`src/rtl/cfg_checksum_acc.sv`:
```
module cfg_checksum_acc #(
  parameter int ADDR_W = 24
) (
  input  logic              clk,
  input  logic              rst_n,
  input  logic              start_i,
  input  logic              byte_vld_i,
  input  logic [7:0]        byte_i,
  input  logic [ADDR_W-1:0] addr_i,
  input  logic              last_i,
  input  logic              code_prot_i,
  input  logic [1:0]        size_sel_i,
  input  logic [1:0]        pins_sel_i,
  output logic [15:0]       sum_o,
  output logic              done_o
);
  localparam logic [ADDR_W-1:0] BASE_S = ADDR_W'(32'h0000_FFF8);
  localparam logic [ADDR_W-1:0] BASE_M = ADDR_W'(32'h0001_7FF8);
  localparam logic [ADDR_W-1:0] BASE_L = ADDR_W'(32'h0001_FFF8);
  localparam logic [ADDR_W-1:0] CFG_SPAN = ADDR_W'(8);

  logic              busy;
  logic [1:0]        size_q, pins_q;
  logic [15:0]       acc, res;
  logic [ADDR_W-1:0] base, off;
  logic              is_code, is_cfg, take;
  logic [7:0]        mask, addend;
  logic [15:0]       nxt;

  always_comb begin
    case (size_q)
      2'd0:    base = BASE_S;
      2'd1:    base = BASE_M;
      default: base = BASE_L;
    endcase
  end

  assign off     = addr_i - base;
  assign is_code = addr_i < base;
  assign is_cfg  = !is_code && (off < CFG_SPAN);

  always_comb begin
    case (off[2:0])
      3'd0:    mask = 8'hE1;
      3'd1:    mask = 8'h0C;
      3'd2:    mask = 8'hC7;
      3'd3:    mask = 8'h0F;
      3'd4:    mask = (pins_q == 2'd0) ? 8'hF8 : 8'h00;
      3'd5:    mask = (pins_q[1] == 1'b0) ? 8'h07 : 8'h04;
      default: mask = 8'h00;
    endcase
  end

  assign addend = is_code ? byte_i : (is_cfg ? (byte_i & mask) : 8'h00);
  assign take   = byte_vld_i && busy && !start_i;
  assign nxt    = acc + {8'h00, addend};

  always_ff @(posedge clk or negedge rst_n) begin
    if (!rst_n) begin
      busy   <= 1'b0;
      done_o <= 1'b0;
      acc    <= '0;
      res    <= '0;
      size_q <= '0;
      pins_q <= '0;
    end else if (start_i) begin
      busy   <= 1'b1;
      done_o <= 1'b0;
      acc    <= '0;
      res    <= '0;
      size_q <= size_sel_i;
      pins_q <= pins_sel_i;
    end else if (take) begin
      acc <= nxt;
      if (last_i) begin
        busy   <= 1'b0;
        done_o <= 1'b1;
        res    <= code_prot_i ? 16'h0000 : nxt;
      end
    end
  end

  assign sum_o = res;


  done_after_last_chk: assert property (@(posedge clk) disable iff (!rst_n)
    (take && last_i) |=> done_o);


  result_hold_chk: assert property (@(posedge clk) disable iff (!rst_n)
    (done_o && !start_i) |=> (done_o && $stable(sum_o)));


  prot_zero_chk: assert property (@(posedge clk) disable iff (!rst_n)
    (take && last_i && code_prot_i) |=> (sum_o == 16'h0000));


  start_clear_chk: assert property (@(posedge clk) disable iff (!rst_n)
    start_i |=> (!done_o && sum_o == 16'h0000));


  idle_zero_chk: assert property (@(posedge clk) disable iff (!rst_n)
    !done_o |-> (sum_o == 16'h0000));
endmodule

```
`config.mk`:
```
export PLATFORM = sky130hd
export DESIGN_NAME = cfg_checksum_acc
export DESIGN_NICKNAME = d
export VERILOG_FILES = /design/src/rtl/cfg_checksum_acc.sv
export SDC_FILE = /design/constraint.sdc
export NUM_CORES = 1
export LEC_CHECK = 0
export ABC_AREA = 1
export BUFFER_PORTS_ARGS = -buffer_cell sky130_fd_sc_hd__buf_4
export CAP_MARGIN = 20
export CORE_UTILIZATION = 45
export CTS_CLUSTER_SIZE = 40
export DETAILED_ROUTE_END_ITERATION = 16
export HOLD_SLACK_MARGIN = 0.05
export MAX_ROUTING_LAYER = met4
export PLACE_DENSITY = 0.68
export SYNTH_ARGS = -nofsm -noshare
export SYNTH_HDL_FRONTEND = slang
export SYNTH_SLANG_ARGS = --single-unit
```
`constraint.sdc`:
```
create_clock -name clk -period 7.8 [get_ports clk]
set_input_delay 1.56 -clock clk [delete_from_list [all_inputs] [get_ports clk]]
set_output_delay 1.56 -clock clk [all_outputs]
set_load 0.005 [all_outputs]
```
==> run_results.csv <==
group,metric,value,unit
cells_and_area,fin_area,3398,sq um
grt,grt_max_degree,39,
cts,cts_tree,"built",
cells_and_area,mostFrequentLayoutCells,"137 x nand2_1, 58 x buf_4, 54 x inv_1",
placed_design,place_congestion,0.8728,
cts,cts_root_buf,"clkbuf_8",
cells_and_area,drive_above_1_share,16.77,%
cells_and_area,finalNetCount,537,
cts,clk_pin_slew_worst_paths,70,ps
critical_path,r2r_start,"size_q[1]",
floorplanning,die_area,6545,sq um
floorplanning,die_h,80.90,um
cts,post-cts-setup-buffer-count,0,
cts,ctsResizeCount,0,
drt,drt-pass1-iter-count,4,
cts,cts_made_buffers,5,
timing,report.final.slew_viol_count,0,
critical_path,cp_data_required_time,7930,ps
cts,htreeDepth,2,
cells_and_area,syn_to_final_growth,21.30,%
grt,overflow,0,
drt,drt_iter0_markers,101,
pwr,p_per_area,122.0,nW/um^2
floorplanning,initial_core_util,47.04,%
critical_path,worstSetupStartpointType,"input port",
synthesis,ys_ff_latch,38,
critical_path,endpoint,"acc[12]",
critical_path,startpoint,"addr_i[16]",
timing,period_needed,4898,ps
grt,grt_pass1_wl,11.28,mm
grt,grt.total_usage,22.77,%
cells_and_area,final_common_cell,"nand2_1",
synthesis,syn_area,2801,sq um
critical_path,criticalPathCategory,"in2reg",
run,max-cap-violations,0,
floorplanning,io_pins,59,
pwr,leakagePower,0.001800,uW
pwr,vdd_drop_max,0.0001151,V
critical_path,cp_max_fo,7,
placed_design,port_buffers,58,
synthesis,yosysWarnings,0,
placed_design,dpl_cell_area,3307,sq um
drt,viasPerCell,5.154,
grt,grt_pass1_vias,2647,
timing,worst_pin_slew,940.7,ps
synthesis,syn_nets,479,
cts,clk-insertion-delay-late,290,ps
floorplanning,core,5956,sq um
placed_design,dp_hpwl,5.141,mm
critical_path,rr_worst_depth,26,
drt,drt.antenna.violating_nets,0,
status,status,"completed",
floorplanning,fp.dieW,80.90,um
synthesis,synth_area_per_cell,6.607,sq um
timing,period_share,62.79,%
hold_path,hp-class,"reg2reg",
timing,relSlewSlack,37.22,%
timing,setup_viol,0,
critical_path,cp-end-kind,"flop",
grt,antenna_found_initial,0,
drt,wl_per_cell,11.98,um
cells_and_area,antennaDiodeCount,0,
cts,cts.path.max_buffers,2,
critical_path,r2r_end,"acc[12]",
critical_path,r2r_setup_slack,3750,ps
synthesis,synth_cell_types,29,
timing,rsz0062_at_grt,"no",
cts,clkSinkCount,38,
critical_path,worstPathArrival,5030,ps
drt,drc,0,
cts,postCtsHoldBufs,0,
drt,finalWirelength,6.683,mm
timing,skew,6.467,ps
timing,hold_viol,0,
cells_and_area,final_util,57.06,%
floorplanning,row_count,28,
timing,tns,0,ps
timing,max_freq,204.2,MHz
drt,vias,2876,
timing,timing.hold.ws,477.7,ps
synthesis,ys_seq_area_share,33.94,%
synthesis,postSynthCellCount,424,
[cells by family (layout without fill, tap and decap cells)]
logic type / Yosys count / count (layout) / share of synthesized area [%]
fa+ha+maj: 13 / 13 / 6.074
flops: 38 / 38 / 33.94
buf+inv: 62 / 121 / 8.307
xor+xnor: 4 / 4 / 1.250
compound gates: 81 / 81 / 15.50
simple gates: 226 / 226 / 34.93
[routing by layer]
layer,track usage [%],up-vias,wire (um)
li1,-,1490,-
met2,39.16,55,3170
met1,28.21,1324,3189
met4,5.536,0,72
met3,3.034,7,251
met5,-,-,0
[synthesized netlist by cell type, drive strengths merged]
master  number  area share (%)
or2          2            0.45
o211ai       1            0.27
inv         55             7.4
o21bai       1            0.27
ha          12             5.4
a32o         1            0.36
a21oi       25             4.6
clkbuf       7            0.94
nand3b       2            0.54
o31ai        2            0.54
nand3       33             6.3
fa           1            0.71
nand2      139              19
nand4        7             1.8
xor2         4             1.3
o21ai       47             8.4
nor3         2            0.36
dfrtp       38              34
a21o         2            0.54
o21a         2            0.54
nor2        41             6.7
[sequential cells by signal (all words and copies together), names as in the netlist]
signal,count
busy,1
done_o,1
pins_q,2
sum_o,16
acc,16
size_q,2
[per-stage QoR]
step | total power, uW | setup WS (ps) | instances
floorplan | 245.3 | 3122 | 424
global placement | 277.9 | 2714 | 550
detailed placement | 278.6 | 2540 | 550
CTS | 418.1 | 2880 | 558
global route | 438.5 | 2451 | 558
finish | 414.7 | 2902 | 558
[power by group]
group          switching [uW]  total, uW  internal, uW  leakage, uW
Clock                    69.0        140          71.3    0.0000482
Combinational            44.1       73.1          28.9      0.00123
Sequential               1.50        201           200     0.000519
Total                     115        415           300      0.00180
[critical path: stages]
cell     delay, ps
buf_4          110
ha_1           350
a21oi_2        220
nand2_1        130
nor2_1         150
nand2_1         70
nand2_1         50
nand2_1         40
nor2_1          90
nand2_1         70
nor2_2         220
nand3_1        110
a21oi_1        150
ha_1           180
inv_1           50
fa_1           390
nor2_1         110
nand2_1         50
nand2_1         90
a21oi_1         90
o21ai_1        270
nand3_1        170
inv_1          100
nand2_1         50
nand3_1         80
o21ai_0         80
[worst min path at each step]
stage	slack, ps	start	endpoint	depth (start not counted)
after global placement	460	busy	busy	2
after global routing	510	sum_o[8]	sum_o[8]	2
after floorplan	440	busy	busy	2
after CTS	490	busy	busy	2
after detailed placement	470	acc[14]	acc[14]	2
final	480	busy	busy	2
[area by class of cell]
| class | count | area (sq um) |
|---|---|---|
| Tap cell | 75 | 93.84 |
| Timing Repair Buffer | 58 | 435.4 |
| Clock buffer | 7 | 86.33 |
| Sequential cell | 38 | 950.9 |
| Multi-Input combinational cell | 324 | 1620 |
| Clock inverter | 1 | 5.005 |
| Inverter | 55 | 206.4 |
| Fill cell | 595 | 2557 |
No activity file was read; power rests on OpenSTA's default activity.
